==> src/rtl/wp_guard_pkg.sv <==
package wp_guard_pkg;
    // compared widths of a command write
    localparam int CMD_AW = 15;
    localparam int CMD_DW = 8;

    localparam logic [CMD_AW-1:0] CMD_ADDR_A = 15'h5555;
    localparam logic [CMD_AW-1:0] CMD_ADDR_B = 15'h2AAA;

    localparam logic [CMD_DW-1:0] KEY_FIRST  = 8'hAA;
    localparam logic [CMD_DW-1:0] KEY_SECOND = 8'h55;
    localparam logic [CMD_DW-1:0] KEY_LOCK   = 8'hA0;
    localparam logic [CMD_DW-1:0] KEY_PRE    = 8'h80;
    localparam logic [CMD_DW-1:0] KEY_UNLOCK = 8'h20;

    typedef enum logic [2:0] {
        M_IDLE,
        M_K1,
        M_K2,
        M_PRE,
        M_PK1,
        M_PK2
    } match_t;

    typedef enum logic [1:0] {
        L_OPEN,
        L_LOCKED,
        L_WINDOW,
        L_UNLOCKING
    } lock_t;
endpackage

==> src/rtl/wp_cmd_match.sv <==
module wp_cmd_match
    import wp_guard_pkg::*;
#(
    parameter int DATA_W = 8
) (
    input  logic              clk,
    input  logic              rst_n,
    input  logic              run,
    input  logic              wr_valid,
    input  logic [CMD_AW-1:0] key_addr,
    input  logic [DATA_W-1:0] wr_data,
    output logic              adv,
    output logic              hit_lock,
    output logic              hit_unlock,
    output logic              brk,
    output logic              plain
);
    match_t st, st_nx;
    logic   hi_zero, at_a, at_b;
    logic   d_first, d_second, d_lock, d_pre, d_unlock;

    always_comb begin
        hi_zero  = (wr_data >> CMD_DW) == '0;
        at_a     = key_addr == CMD_ADDR_A;
        at_b     = key_addr == CMD_ADDR_B;
        d_first  = hi_zero && (wr_data[CMD_DW-1:0] == KEY_FIRST);
        d_second = hi_zero && (wr_data[CMD_DW-1:0] == KEY_SECOND);
        d_lock   = hi_zero && (wr_data[CMD_DW-1:0] == KEY_LOCK);
        d_pre    = hi_zero && (wr_data[CMD_DW-1:0] == KEY_PRE);
        d_unlock = hi_zero && (wr_data[CMD_DW-1:0] == KEY_UNLOCK);
    end

    always_ff @(posedge clk) begin
        if (!rst_n) st <= M_IDLE;
        else        st <= st_nx;
    end

    always_comb begin
        st_nx      = st;
        adv        = 1'b0;
        hit_lock   = 1'b0;
        hit_unlock = 1'b0;
        brk        = 1'b0;
        plain      = 1'b0;
        if (!run) begin
            st_nx = M_IDLE;
        end else if (wr_valid) begin
            unique case (st)
                M_IDLE: begin
                    if (at_a && d_first) begin st_nx = M_K1; adv = 1'b1; end
                    else plain = 1'b1;
                end
                M_K1:  if (at_b && d_second) begin st_nx = M_K2; adv = 1'b1; end
                M_K2: begin
                    if (at_a && d_lock) begin hit_lock = 1'b1; st_nx = M_IDLE; end
                    else if (at_a && d_pre) begin st_nx = M_PRE; adv = 1'b1; end
                end
                M_PRE: if (at_a && d_first) begin st_nx = M_PK1; adv = 1'b1; end
                M_PK1: if (at_b && d_second) begin st_nx = M_PK2; adv = 1'b1; end
                M_PK2: if (at_a && d_unlock) begin hit_unlock = 1'b1; st_nx = M_IDLE; end
                default: st_nx = M_IDLE;
            endcase
            if (st != M_IDLE && !adv && !hit_lock && !hit_unlock) begin
                brk   = 1'b1;
                st_nx = M_IDLE;
            end
        end
    end

    a_r8_break_to_idle: assert property (@(posedge clk) disable iff (!rst_n)
        brk |=> st == M_IDLE);
    a_r2_hit_to_idle: assert property (@(posedge clk) disable iff (!rst_n)
        (hit_lock || hit_unlock) |=> st == M_IDLE);
    a_r8_one_outcome: assert property (@(posedge clk) disable iff (!rst_n)
        (run && wr_valid) |-> $countones({adv, hit_lock, hit_unlock, brk, plain}) == 1);
endmodule

==> src/rtl/wp_hold_fifo.sv <==
module wp_hold_fifo #(
    parameter int W     = 24,
    parameter int DEPTH = 8
) (
    input  logic         clk,
    input  logic         rst_n,
    input  logic         push,
    input  logic         push_rel,
    input  logic         rel_all,
    input  logic         drop_held,
    input  logic [W-1:0] din,
    output logic         out_valid,
    output logic [W-1:0] dout
);
    localparam int PW = $clog2(DEPTH);
    localparam int CW = PW + 1;

    logic [W-1:0]  mem [DEPTH];
    logic [PW-1:0] head, tail;
    logic [CW-1:0] cnt, rel, held, cnt_n, rel_n;
    logic          pop;

    always_comb begin
        held      = cnt - rel;
        pop       = rel != '0;
        out_valid = pop;
        dout      = mem[head];
        cnt_n     = cnt;
        rel_n     = rel;
        if (pop) begin
            cnt_n = cnt_n - CW'(1);
            rel_n = rel_n - CW'(1);
        end
        if (drop_held) cnt_n = cnt_n - held;
        if (push)      cnt_n = cnt_n + CW'(1);
        if (rel_all)             rel_n = rel_n + held + CW'(push);
        else if (push && push_rel) rel_n = rel_n + CW'(1);
    end

    always_ff @(posedge clk) begin
        if (!rst_n) begin
            head <= '0;
            tail <= '0;
            cnt  <= '0;
            rel  <= '0;
        end else begin
            head <= head + PW'(pop);
            if (drop_held)  tail <= tail - held[PW-1:0];
            else if (push)  tail <= tail + PW'(1);
            cnt <= cnt_n;
            rel <= rel_n;
        end
    end

    always_ff @(posedge clk) begin
        if (push && !drop_held) mem[tail] <= din;
    end

    a_r10_no_overflow: assert property (@(posedge clk) disable iff (!rst_n)
        push |-> (int'(cnt) < DEPTH) || pop);
    a_r10_release_within: assert property (@(posedge clk) disable iff (!rst_n)
        rel <= cnt);
    a_r4_drop_no_push: assert property (@(posedge clk) disable iff (!rst_n)
        drop_held |-> !push);
    a_r10_drains: assert property (@(posedge clk) disable iff (!rst_n)
        (out_valid && !push && !rel_all) |=> rel == $past(rel) - CW'(1));
endmodule

==> src/rtl/wp_lock_ctrl.sv <==
module wp_lock_ctrl
    import wp_guard_pkg::*;
(
    input  logic  clk,
    input  logic  rst_n,
    input  logic  nv_prot_init,
    input  logic  hit_lock,
    input  logic  hit_unlock,
    input  logic  page_done,
    input  logic  wc_done,
    output lock_t st,
    output logic  cmd_strobe,
    output logic  cmd_is_unlock,
    output logic  prot_on
);
    lock_t st_nx;

    always_ff @(posedge clk) begin
        if (!rst_n) begin
            st            <= nv_prot_init ? L_LOCKED : L_OPEN;
            cmd_strobe    <= 1'b0;
            cmd_is_unlock <= 1'b0;
        end else begin
            st            <= st_nx;
            cmd_strobe    <= hit_lock || hit_unlock;
            cmd_is_unlock <= hit_unlock;
        end
    end

    always_comb begin
        st_nx = st;
        unique case (st)
            L_OPEN, L_LOCKED: begin
                if (hit_lock)        st_nx = L_WINDOW;
                else if (hit_unlock) st_nx = L_UNLOCKING;
            end
            L_WINDOW:    if (page_done) st_nx = L_LOCKED;
            L_UNLOCKING: if (wc_done)   st_nx = L_OPEN;
            default:     st_nx = L_LOCKED;
        endcase
    end

    always_comb prot_on = (st != L_OPEN);

    a_r2_lock_opens_window: assert property (@(posedge clk) disable iff (!rst_n)
        hit_lock |=> (st == L_WINDOW) && cmd_strobe && !cmd_is_unlock);
    a_r3_unlock_waits: assert property (@(posedge clk) disable iff (!rst_n)
        hit_unlock |=> (st == L_UNLOCKING) && cmd_strobe && cmd_is_unlock);
    a_r3_flag_held: assert property (@(posedge clk) disable iff (!rst_n)
        (st == L_UNLOCKING && !wc_done) |=> prot_on);
    a_r5_page_closes: assert property (@(posedge clk) disable iff (!rst_n)
        (st == L_WINDOW && page_done) |=> st == L_LOCKED);
endmodule

==> src/rtl/wp_seq_guard.sv <==
module wp_seq_guard
    import wp_guard_pkg::*;
#(
    parameter int ADDR_W    = 16,
    parameter int DATA_W    = 8,
    parameter int HOLD_DEPTH = 8
) (
    input  logic              clk,
    input  logic              rst_n,
    input  logic              nv_prot_init,
    input  logic              wr_valid,
    input  logic [ADDR_W-1:0] wr_addr,
    input  logic [DATA_W-1:0] wr_data,
    input  logic              page_done,
    input  logic              wc_done,
    output logic              fwd_valid,
    output logic [ADDR_W-1:0] fwd_addr,
    output logic [DATA_W-1:0] fwd_data,
    output logic              cmd_strobe,
    output logic              cmd_is_unlock,
    output logic              prot_on
);
    localparam int ENT_W = ADDR_W + DATA_W;

    lock_t            st;
    logic             run, adv, hit_lock, hit_unlock, brk, plain;
    logic             is_open, is_win;
    logic             push, push_rel, rel_all, drop_held;
    logic [ENT_W-1:0] dout;

    always_comb begin
        is_open   = st == L_OPEN;
        is_win    = st == L_WINDOW;
        run       = is_open || st == L_LOCKED;
        push      = wr_valid && (is_win || (is_open && (adv || brk || plain)));
        push_rel  = is_win || plain;
        rel_all   = is_open && brk;
        drop_held = is_open && (hit_lock || hit_unlock);
    end

    wp_cmd_match #(.DATA_W(DATA_W)) match_i (
        .clk        (clk),
        .rst_n      (rst_n),
        .run        (run),
        .wr_valid   (wr_valid),
        .key_addr   (wr_addr[CMD_AW-1:0]),
        .wr_data    (wr_data),
        .adv        (adv),
        .hit_lock   (hit_lock),
        .hit_unlock (hit_unlock),
        .brk        (brk),
        .plain      (plain)
    );

    wp_lock_ctrl lock_i (
        .clk           (clk),
        .rst_n         (rst_n),
        .nv_prot_init  (nv_prot_init),
        .hit_lock      (hit_lock),
        .hit_unlock    (hit_unlock),
        .page_done     (page_done),
        .wc_done       (wc_done),
        .st            (st),
        .cmd_strobe    (cmd_strobe),
        .cmd_is_unlock (cmd_is_unlock),
        .prot_on       (prot_on)
    );

    wp_hold_fifo #(.W(ENT_W), .DEPTH(HOLD_DEPTH)) hold_i (
        .clk       (clk),
        .rst_n     (rst_n),
        .push      (push),
        .push_rel  (push_rel),
        .rel_all   (rel_all),
        .drop_held (drop_held),
        .din       ({wr_addr, wr_data}),
        .out_valid (fwd_valid),
        .dout      (dout)
    );

    always_comb begin
        fwd_addr = dout[ENT_W-1:DATA_W];
        fwd_data = dout[DATA_W-1:0];
    end

    a_r6_locked_silent: assert property (@(posedge clk) disable iff (!rst_n)
        (st == L_LOCKED) |-> !push);
    a_r9_unlocking_silent: assert property (@(posedge clk) disable iff (!rst_n)
        (st == L_UNLOCKING) |-> !push);
    a_r4_cmd_not_queued: assert property (@(posedge clk) disable iff (!rst_n)
        (hit_lock || hit_unlock) |-> !push);
endmodule

==> config.mk <==
export PLATFORM = sky130hd
export DESIGN_NAME = wp_seq_guard
export DESIGN_NICKNAME = d
export VERILOG_FILES = /design/src/rtl/wp_guard_pkg.sv /design/src/rtl/wp_cmd_match.sv /design/src/rtl/wp_hold_fifo.sv /design/src/rtl/wp_lock_ctrl.sv /design/src/rtl/wp_seq_guard.sv
export SDC_FILE = /design/constraint.sdc
export NUM_CORES = 1
export LEC_CHECK = 0
export ABC_AREA = 1
export CAP_MARGIN = 20
export CORE_ASPECT_RATIO = 1.75
export CORE_MARGIN = 4
export CORE_UTILIZATION = 64
export DETAILED_ROUTE_END_ITERATION = 16
export PLACE_DENSITY = 0.88
export SYNTH_ARGS = -nofsm -noshare
export SYNTH_HDL_FRONTEND = slang
export SYNTH_SLANG_ARGS = --single-unit
==> constraint.sdc <==
create_clock -name clk -period 4.5 [get_ports clk]
set_clock_uncertainty 0.2 [all_clocks]
set_input_delay 0.45 -clock clk [delete_from_list [all_inputs] [get_ports clk]]
set_output_delay 0.45 -clock clk [all_outputs]
set_load 0.02 [all_outputs]
# Word level (Yosys, flattened, before mapping)

Memories as Yosys holds them, arrays and structs flattened. A register that Yosys moved wholly into a read port is not among the register bits.
Index checks and enable logic that the tools add are counted.
W data, S select, Z words.

Word-level logic and storage cells: 135
Bits in writable memories: 192
Memories: 1
Register bits: 21

Equal/unequal tests: 24
Muxes and demuxes: 55
Add/sub/neg operators: 11
Reductions and logical operators: 36

Memory list:

| name       | depth | width | read ports | clocked after memory_dff | write ports | RTL line           | text |
|---|---|---|---|---|---|---|---|
| hold_i.mem | 8     | 24    | 1          | 1                        | 1           | wp_hold_fifo.sv:18 | `logic [W-1:0] mem [DEPTH];` |

Operators with widths:

| kind                   | count |
|---|---|
| $mux W3                | 11 |
| $mux W1                | 30 |
| $eq A8 B8 Y1 const B   | 3 |
| $mux W4                | 6 |
| $pmux W3 S6            | 1 |
| $eq A15 B14 Y1 const B | 1 |
| $eq A15 B15 Y1 const B | 1 |
| $ne A3 B1 Y1 const B   | 5 |
| $logic_and A1 B1 Y1    | 14 |
| $mux W2                | 5 |
| $add A4 B1 Y4 const B  | 2 |
| $eq A8 B6 Y1 const B   | 1 |
| $eq A8 B7 Y1 const B   | 1 |
| $sub A4 B1 Y4 const B  | 2 |
| $sub A4 B4 Y4          | 2 |
| $reduce_and A7 Y1      | 1 |
| $eq A3 B2 Y1 const B   | 2 |
| $eq A3 B3 Y1 const B   | 2 |
| $logic_or A1 B1 Y1     | 6 |
| $ne A3 B3 Y1 const B   | 2 |
| $pmux W2 S3            | 1 |
| $reduce_or A2 Y1       | 3 |
| $add A4 B1 Y4          | 1 |
| $add A4 B4 Y4          | 1 |
| other kinds (17)       | 22 |

# Longest topological paths before layout

Gate-level depths: netlist of the first run.

Depth in word-level cells: 22
Gate-level depth with buffers: 19

# Cells and area by module

From an unflattened synthesis of the first run, not the netlist that was laid out.

Cell total of the unflattened synthesis: 930
Area total of the unflattened synthesis: 9629.2 sq um

Modules (own cells, without submodules):

| module       | area an instance (sq um) | instances | cells an instance |
|---|---|---|---|
| wp_hold_fifo | 8792.2                   | 1         | 764 |
| wp_cmd_match | 590.6                    | 1         | 129 |
| wp_lock_ctrl | 196.4                    | 1         | 25 |
| wp_seq_guard | 50.0                     | 1         | 12 |

# Least setup slack after synthesis of the first run

Ideal clock, no wire load.

Path type: input-to-reg
Start point: in wr_addr[5]
End point: mem hold_i.mem[1][0], enable pin
Arrival: 2.560 ns
Buffers on the path: 0
Cell stages on the path: 13
Data required time: 3.895 ns
Library setup time: 0.405 ns
Path slack: 1.335 ns
Cells stage by stage: nor2_2 nand2_2 nor2_4 nand3_2 nand2_2 nor2_2 nor2_4 nand3_2 nand2_2 nand2_4 inv_2 nand2_1 nor2_1

Longest elaborated chain between the ends: 22
Elaborated cells between the ends (all ways): 52
Those cells by class: eq/ne: 2; mux: 30; reduce/logical: 20

Ends and longest elaborated chain:

| element                           | RTL line           | text |
|---|---|---|
| start, declared                   | wp_seq_guard.sv:12 | `input logic [ADDR_W-1:0] wr_addr,` |
| $eq A15 B15 Y1                    | wp_cmd_match.sv:24 | `at_a = key_addr == CMD_ADDR_A;` |
| $logic_and A1 B1 Y1               | wp_cmd_match.sv:56 | `else if (at_a && d_pre) begin st_nx = M_PRE; adv = 1'b1; end` |
| $mux W1                           | wp_cmd_match.sv:56 |  |
| $mux W1                           | wp_cmd_match.sv:55 | `if (at_a && d_lock) begin hit_lock = 1'b1; st_nx = M_IDLE; end` |
| $pmux W1 S3                       | wp_cmd_match.sv:48 | `unique case (st)` |
| $mux W1                           | wp_cmd_match.sv:47 | `end else if (wr_valid) begin` |
| $mux W1                           | wp_cmd_match.sv:45 | `if (!run) begin` |
| $logic_not A1 Y1                  | wp_cmd_match.sv:63 | `if (st != M_IDLE && !adv && !hit_lock && !hit_unlock) begin` |
| (+5 left out)                     | -                  |  |
| $mux W1                           | wp_cmd_match.sv:45 |  |
| $logic_or A1 B1 Y1 (2 in a row)   | wp_seq_guard.sv:35 | `push = wr_valid && (is_win \|\| (is_open && (adv \|\| brk \|\| plain)));` |
| $logic_and A1 B1 Y1               | wp_seq_guard.sv:35 |  |
| $logic_or A1 B1 Y1                | wp_seq_guard.sv:35 |  |
| $logic_and A1 B1 Y1               | wp_seq_guard.sv:35 |  |
| $logic_and A1 B1 Y1 (*)           | wp_hold_fifo.sv:56 | `if (push && !drop_held) mem[tail] <= din;` |
| $mux W1 (*)                       | wp_hold_fifo.sv:56 |  |
| $mux W1 (not written as such) (*) | wp_hold_fifo.sv:56 |  |
| end, declared                     | wp_hold_fifo.sv:18 |  |

Mark *: on every way between the ends. The rest lies on a longest branch, timed or not. The select of a mux whose other input is x is not followed.

==> impl_metrics.ini, run 1 <==
[run_status]
result_of_the_run = complete, no violations

[cts]
clock_tree_buf_depth = 3
htree_num_levels = 1
master_cell_of_the_clock_root_buffer = sky130_fd_sc_hd__clkbuf_16
tritoncts_clock_tree = built
post-cts-setup-buffer-count = 0
clkSlewWorstSetupHoldPaths_ns = 0.07
postCtsResizedCells = 0
clock_sinks = 213
latest_clock_arrival_within_the_worst_skew_pair_ns = 0.48
cts-buffers-inserted = 19
hold_buffers = 0

[place]
place_hpwl_um = 14500
dpl_worst_slack_ns = 0.601
dp_cells = 1114
port-buffer-count = 57
gp_congestion = 0.907

[timing]
worstMarginPinSlew_ns = 0.996
max_freq_ghz = 0.258
worst_slew_margin_rel = 0.336
finalMaxSlewViolations = 0
fin_tns_setup_ns = 0
setup_ws_ns = 0.618
finalCritPeriodShare = 0.863
setup-violations-final = 0
grt_setup_unrepaired = false
final_hold_violation_count = 0
layout_min_cycle_time_ns = 3.88

[floorplanning]
dieHeight_um = 169
num_io_pins = 58
core_um2 = 14500
dieArea_um2 = 17000
fp.dieW_um = 100
floorplan.rows = 58
initial_utilization = 0.656

[critical_path]
worstPathRequired_ns = 3.85
reg2reg_setup_slack_ns = 1.25
worstPathArrival_ns = 3.23
timing.critical_path.fanout_max = 97
critical_path.startpoint_type = register
critical_path.endpoint_type = primary output
criticalPathCategory = register to primary output
r2r-start = hold_i.rel[1]
rr_endpoint = hold_i.cnt[1]
timing.reg2reg.worst_path_depth = 14

[run]
max-cap-violations = 0

[global_route]
wire_length_of_the_first_global_routing_pass_um = 36300
grt_max_degree = 98
antenna_found_initial = 0
grt_pass1_vias = 7180
overflow = 0
groute.usage.overall = 0.274

[route]
final_antenna_net_count = 0
drt_wl_total_um = 22800
wl_per_cell_um = 19.9
route.vias.total = 6986
drtIter0Drc = 727
remaining_design_rule_violation_count = 0
drt_first_pass_iters = 6
viasPerCell = 6.09

[synthesis]
post_synth_instance_area_um2 = 9520
async_reset_ff_frac = 0
synth_cell_type_count = 38
yosys_register_bits = 213
postSynthAreaPerCell_um2 = 10.7
synth_seq_area_share = 0.652
synth-edff-count = 194
total_nets_after_synthesis = 939
netlist_instances = 889
synth-warning-count = 0
synth_top_flop_cell = sky130_fd_sc_hd__edfxtp_1

[finish]
finalNetCount = 1005
final-seq-area_um2 = 6210
layout-area-overhead-vs-synth_pct = 15.3
nFillCells = 891
final_core_util = 0.756
post_layout_instance_count_excluding_filler_cells = 1147
drive_above_1_share = 0.0941
area_taken_by_multi_input_logic_gates_um2 = 2970
diodes = 0

[min_path]
min-delay-path-class = register to register
hold_start = hold_i.head[2]
min_to = hold_i.head[2]
min_delay_path_depth = 2

[power]
fin_total_pwr_mw = 6.48
power-per-cell-area_nw_per_um2 = 591
peak_vdd_ir_mv = 0.658
p_leak_nw = 3.93
-- worst max-delay path, cell delays in order (launching register included) --
cell,delay [ns]
sky130_fd_sc_hd__dfxtp_2,0.34
sky130_fd_sc_hd__buf_4,0.73
sky130_fd_sc_hd__o21ai_0,0.37
sky130_fd_sc_hd__o22ai_1,0.25
sky130_fd_sc_hd__nor2_1,0.07
sky130_fd_sc_hd__a31oi_1,0.22
sky130_fd_sc_hd__clkdlybuf4s50_1,0.68
-- synth_stat cells (all sizes together) (2+ instances only) --
cell    instances  area, um2
nor2          231        927
edfxtp        194       5830
o21ai         108        541
nand2          92        370
inv            58        218
clkbuf         35        131
a31oi          24        150
o22ai          24        150
dfxtp          19        380
nand3          18        105
a21oi          16       80.1
ha             15        188
nand4          12       75.1
xor2            8       70.1
nor3            6       30.0
xnor2           6       52.6
fa              5        100
buf             3       17.5
or2             3       18.8
a211oi          2       20.0
nand3b          2       15.0
o21bai          2       15.0
-- where the power goes --
group	leakage, nW	internal, mW	switching, mW
clock	0.266	0.837	0.673
combinational	1.76	1.03	1.67
sequential	1.91	2.23	0.0534
total	3.93	4.09	2.39
-- area by class of cell --
| type | count | area share |
|---|---|---|
| repair buffers | 83 | 0.0720 |
| multi-input cells | 579 | 0.270 |
| clock inverters | 9 | 0.00661 |
| inverters | 59 | 0.0202 |
| flip-flops and latches | 213 | 0.565 |
| well taps | 180 | 0.0205 |
| clock buffers | 24 | 0.0450 |
-- kinds of logic (layout without fill, tap and decap cells) --
kind of cell,after synthesis,in the layout,share of synthesized area
DFF,213,213,0.652
buffers and inverters,97,175,0.0389
AOI/OAI and AO/OA,180,180,0.104
and+or+nand+nor,365,365,0.163
xor gates and xnor gates,14,14,0.0129
adders and majority gates,20,20,0.0302
-- flip-flops by register name, summed over array words and instances, names as in the netlist --
| name | flops |
|---|---|
| hold_i.cnt | 4 |
| hold_i.head | 3 |
| hold_i.mem | 192 |
| hold_i.rel | 4 |
| hold_i.tail | 3 |
| lock_i.cmd_is_unlock | 1 |
| lock_i.cmd_strobe | 1 |
| lock_i.st | 2 |
| match_i.st | 3 |
-- cell usage in the layout, fill, tap and decap left out, drive strengths merged, types with 5 or more instances in the layout --
master and n:
buf 26, fa 5, nor3 6, clkinv 7, dfxtp 19, o22ai 24, clkbuf 24, nand4 12
nand2 92, o21ai 108, inv 58, clkdlybuf4s50 57, a21oi 16, nand3 18, a31oi 24, ha 15
edfxtp 194, nor2 231, xnor2 6, xor2 8
-- worst max-delay path by stage --
stage | start | endpoint | slack (ns) | depth (start not counted)
final | hold_i.head[0] | fwd_data[0] | 0.62 | 6
after global routing | hold_i.head[0] | fwd_data[0] | 0.49 | 6
after CTS | hold_i.head[0] | fwd_data[0] | 0.71 | 6
after detailed placement | wr_addr[6] | hold_i.mem[2][14] | 0.60 | 16
after global placement | wr_addr[6] | hold_i.mem[3][14] | 0.71 | 16
after floorplan | wr_addr[5] | hold_i.mem[1][0] | 1.33 | 13
-- per-layer routing --
layer	part of all wire	global-route usage	routed length, um	vias to the layer above
li1	-	-	-	3228
met1	0.34	0.313	7660	3311
met2	0.55	0.501	12400	371
met3	0.073	0.0391	1670	76
met4	0.046	0.124	1050	0
met5	0	0	0	-
-- stage by stage --
stage                     hold WS, ns  cell area [um2]
after floorplan                 0.283             9520
after global placement          0.306            10400
after detailed placement        0.327            10400
after CTS                       0.344            11000
after global routing            0.373            11000
final                           0.344            11000
(Power assumes the default switching activity.)
==> inputs of run 2 (changes only) <==
CORE_ASPECT_RATIO = unset   (was 1.75)
==> run 2 against run 1 <==
- clock-buffer cell count up 7
- utilization up 1.2 points
- total power up 4.6%
- sequential cell count unchanged
==> impl_metrics.ini, run 2 (synthesis results as in run 1) <==
[run_status]
result_of_the_run = complete, no violations

[cts]
clock_tree_buf_depth = 3
master_cell_of_the_clock_root_buffer = sky130_fd_sc_hd__clkbuf_16
postCtsResizedCells = 0
latest_clock_arrival_within_the_worst_skew_pair_ns = 0.50
hold_buffers = 0
clkSlewWorstSetupHoldPaths_ns = 0.06
tritoncts_clock_tree = built
clock_sinks = 213
htree_num_levels = 1
cts-buffers-inserted = 22
post-cts-setup-buffer-count = 0

[route]
drtIter0Drc = 712
wl_per_cell_um = 19.1
viasPerCell = 6.05
drt_wl_total_um = 22000
route.vias.total = 6985
final_antenna_net_count = 0
drt_first_pass_iters = 5
remaining_design_rule_violation_count = 0

[finish]
layout.cells.most_common = sky130_fd_sc_hd__nor2_1
largest_reg_flops = 192
post_layout_instance_count_excluding_filler_cells = 1154
finalNetCount = 1004
drive_above_1_share = 0.0990
layout.cells.most_common_list = sky130_fd_sc_hd__nor2_1 (207), sky130_fd_sc_hd__edfxtp_1 (194), sky130_fd_sc_hd__o21ai_0 (106)
final_std_cell_area_no_fill_um2 = 11200
layout-area-overhead-vs-synth_pct = 17.2
biggestRegsByFlops = hold_i.mem: 192 flops, hold_i.cnt: 4 flops, hold_i.rel: 4 flops
diodes = 0
final_core_util = 0.768
max_flop_register = hold_i.mem

[floorplanning]
fp.dieW_um = 130
floorplan.rows = 44
dieHeight_um = 130
num_io_pins = 58
initial_utilization = 0.655
dieArea_um2 = 16900
core_um2 = 14500

[place]
dp_cells = 1114
gp_congestion = 0.872
placement.cell_area_um2 = 10400
place_hpwl_um = 13300
dpl_worst_slack_ns = 0.686
port-buffer-count = 57

[timing]
worstMarginPinSlew_ns = 1.00
setup-violations-final = 0
fin_tns_setup_ns = 0
max_freq_ghz = 0.266
fin_worst_hold_slack_ns = 0.328
finalCritPeriodShare = 0.836
finalMaxSlewViolations = 0
worst_slew_margin_rel = 0.332
setup_ws_ns = 0.738
layout_min_cycle_time_ns = 3.76
grt_setup_unrepaired = false
final_hold_violation_count = 0

[critical_path]
r2r-start = hold_i.rel[1]
critical_path.endpoint_type = primary output
crit_start = hold_i.head[0]
timing.critical_path.fanout_max = 97
worstPathArrival_ns = 3.11
criticalPathCategory = register to primary output
worstPathRequired_ns = 3.85
critical_path.startpoint_type = register

[min_path]
min-delay-path-class = register to register
hold_start = hold_i.head[2]

[run]
max-cap-violations = 0

[power]
p_leak_nw = 4.00
sw_frac_of_total = 0.359
fin_total_pwr_mw = 6.78
net_switching_mw = 2.43
cell_internal_pwr_mw = 4.35
peak_vdd_ir_mv = 0.608
power-per-cell-area_nw_per_um2 = 607
clock_power_share = 0.269
share_seq_of_total_power = 0.336
p_comb_frac = 0.395

[global_route]
overflow = 0
groute.usage.overall = 0.266
wire_length_of_the_first_global_routing_pass_um = 35000
grt_max_degree = 98
grt_pass1_vias = 6961
antenna_found_initial = 0
==> run 2: power by group through the flow <==
stage	Sequential (mW)	Clock, mW	Combinational (mW)
global route	2.28	1.92	2.96
floorplan	2.30	0	1.76
detailed placement	2.32	0	2.62
finish	2.28	1.83	2.68
global placement	2.32	0	2.50
CTS	2.28	1.84	2.67
==> run 2: layer usage <==
layer	vias to the layer above	part of all wire	GRT usage
met2	383	0.51	0.456
met1	3312	0.38	0.345
met3	53	0.090	0.0463
met5	-	0	0
li1	3237	-	-
met4	0	0.027	0.0954
==> run 2: worst max-delay path, stage by stage (launching register included) <==
cell	delay [ns]
sky130_fd_sc_hd__dfxtp_2	0.34
sky130_fd_sc_hd__buf_4	0.77
sky130_fd_sc_hd__o21ai_0	0.27
sky130_fd_sc_hd__o22ai_1	0.30
sky130_fd_sc_hd__nor2_1	0.07
sky130_fd_sc_hd__a31oi_1	0.19
sky130_fd_sc_hd__clkdlybuf4s50_1	0.67
==> run 2: final cells by class <==
type	instances	area [um2]
repair buffers	79	798
flip-flops and latches	213	6210
clock inverters	9	115
multi-input cells	579	2970
clock buffers	31	626
well taps	184	230
fillers	868	3370
inverters	59	221
==> run 2: path summary, 6_finish.rpt <==
check             cells after the start              to  slack, ns
hold / removal                        2  hold_i.head[2]       0.33
setup / recovery                      6     fwd_addr[1]       0.74
hold reg to reg                       2  hold_i.head[2]       0.33
setup reg to reg                     14   hold_i.cnt[1]       1.30
==> inputs of run 3 (changes only) <==
CORE_UTILIZATION = 54   (was 64)
PLACE_DENSITY = 0.79   (was 0.88)
clock period = 3.1 ns   (was 4.5 ns; I/O delays follow)
==> run 3 against run 2 <==
- worst hold slack got worse by 0.30 ns
- final area increased by 5.0%
- sequential share of layout area decreased by 2.6 points
- critical path type unchanged
- sequential power increased by 47%
- non-clock buffer count increased by 56
==> impl_metrics.ini, run 3 (synthesis results as in run 1) <==
[floorplanning]
initial_utilization = 0.551
floorplan.rows = 48
dieArea_um2 = 19800
core_um2 = 17300
dieHeight_um = 141
num_io_pins = 58
fp.dieW_um = 141

[cts]
master_cell_of_the_clock_root_buffer = sky130_fd_sc_hd__clkbuf_16
hold_buffers = 0
htree_num_levels = 1
tritoncts_clock_tree = built
clkSlewWorstSetupHoldPaths_ns = 0.06
clock_sinks = 213
clock_tree_buf_depth = 3
cts-buffers-inserted = 22
latest_clock_arrival_within_the_worst_skew_pair_ns = 0.50

[finish]
layout.cells.most_common = sky130_fd_sc_hd__nor2_1
final_core_util = 0.678
final_std_cell_area_no_fill_um2 = 11700
drive_above_1_share = 0.152
layout.cells.most_common_list = sky130_fd_sc_hd__nor2_1 (207), sky130_fd_sc_hd__edfxtp_1 (194), sky130_fd_sc_hd__o21ai_0 (106)
layout-area-overhead-vs-synth_pct = 23.1
biggestRegsByFlops = hold_i.mem: 192 flops, hold_i.cnt: 4 flops, hold_i.rel: 4 flops
largest_reg_flops = 192
max_flop_register = hold_i.mem
diodes = 0
finalNetCount = 1060

[place]
placement.cell_area_um2 = 10900
place_hpwl_um = 14500
dpl_worst_slack_ns = -0.393
port-buffer-count = 57
gp_congestion = 0.861

[power]
clock_power_share = 0.260
p_comb_frac = 0.404
power-per-cell-area_nw_per_um2 = 849
sw_frac_of_total = 0.353
p_leak_nw = 4.36
share_seq_of_total_power = 0.337
fin_total_pwr_mw = 9.95
cell_internal_pwr_mw = 6.44
net_switching_mw = 3.52
peak_vdd_ir_mv = 0.568

[timing]
worstMarginPinSlew_ns = 0.425
final_hold_violation_count = 0
max_freq_ghz = 0.329
finalCritPeriodShare = 0.980
fin_worst_hold_slack_ns = 0.0289
layout_min_cycle_time_ns = 3.04
finalMaxSlewViolations = 0
setup_ws_ns = 0.0631
grt_setup_unrepaired = false
setup-violations-final = 0
worst_slew_margin_rel = 0.717

[route]
drtIter0Drc = 693
remaining_design_rule_violation_count = 0
drt_wl_total_um = 22900
dr.max_layer_used = met4
met3RoutedLength_um = 1680
final_antenna_net_count = 0
wl_per_cell_um = 18.3
route.met2.wl_um = 11600
detail_route.wirelength.met1_um = 9030
drt_first_pass_iters = 5
route.vias.total = 7095
viasPerCell = 5.67

[critical_path]
r2r-start = hold_i.rel[1]
critical_path.endpoint_type = primary output
combined_buffer_and_inverter_count_along_the_critical_path = 3
reg2reg_setup_slack_ns = 0.17
timing.critical_path.fanout_max = 20
worstPathRequired_ns = 2.59
critical_path.startpoint_type = register
cp_cell_sequence = inv_1 -> buf_4 -> o21ai_0 -> o22ai_1 -> nor2_1 -> a31oi_1 -> clkdlybuf4s50_1
worst_path_largest_cell_delay_ns = 0.67
crit_start = hold_i.head[1]
worstPathArrival_ns = 2.53
critical_path.top_delay_family = buffers and inverters
timing.critical_path.slowest_stage_cell = sky130_fd_sc_hd__clkdlybuf4s50_1
criticalPathCategory = register to primary output

[global_route]
grt_pass1_vias = 6915
wire_length_of_the_first_global_routing_pass_um = 35900
antenna_found_initial = 0
groute.usage.overall = 0.228
grt_max_degree = 51
overflow = 0

[min_path]
min-delay-path-class = input port to register
hold_start = wr_addr[14]

[run_status]
result_of_the_run = complete, no violations

[run]
max-cap-violations = 0
==> run 3: changes by cell type in the layout (fill, tap and decap cells not counted), sizes merged <==
cell | before | now
buf | 22 | 78
clkdlybuf4s50 | 57 | 49
dlymetal6s2s | 0 | 7
clkinvlp | 3 | 1
clkinv | 5 | 6
dlygate4sd2 | 0 | 1
inv | 58 | 59
==> run 3: final timing paths <==
kind | to | depth (start not counted)
setup / recovery | fwd_data[5] | 7
hold reg to reg | hold_i.tail[0] | 2
hold / removal | hold_i.mem[6][22] | 1
setup reg to reg | hold_i.cnt[1] | 14
==> run 3: final cells by class <==
class	count	area [um2]
Inverter	59	221
Timing Repair Buffer	135	1310
Clock inverter	9	103
Tap cell	225	282
Sequential cell	213	6210
Fill cell	1176	5580
Clock buffer	31	606
Multi-Input combinational cell	579	2990
==> run 3: repair_timing <==
| action | in CTS | in global routing |
|---|---|---|
| setup endpoints to repair | 15 | 31 |
| resized for setup | 4 | 19 |
| buffers inserted | 0 | 1 |
| pin swaps | 0 | 2 |
==> run 3: power groups by stage <==
stage	registers, mW	clock network [mW]	logic, mW
after floorplan	3.35	0	2.56
after global placement	3.40	0	3.81
after detailed placement	3.40	0	3.88
after CTS	3.34	2.61	3.93
after global routing	3.36	2.75	4.46
final	3.35	2.58	4.02
==> run 3: per-layer routing <==
metal / up-vias / track usage
met1: 3407 / 0.301
met5: - / 0
met3: 41 / 0.0322
li1: 3340 / -
met2: 307 / 0.390
met4: 0 / 0.0760
==> run 3: through the flow <==
stage	std cells	setup TNS, ns
2_1_floorplan	889	0
3_3_place_gp	1210	-23.06
3_5_place_dp	1210	-37.51
4_1_cts	1250	0
5_1_grt	1251	0
6_report	1251	0
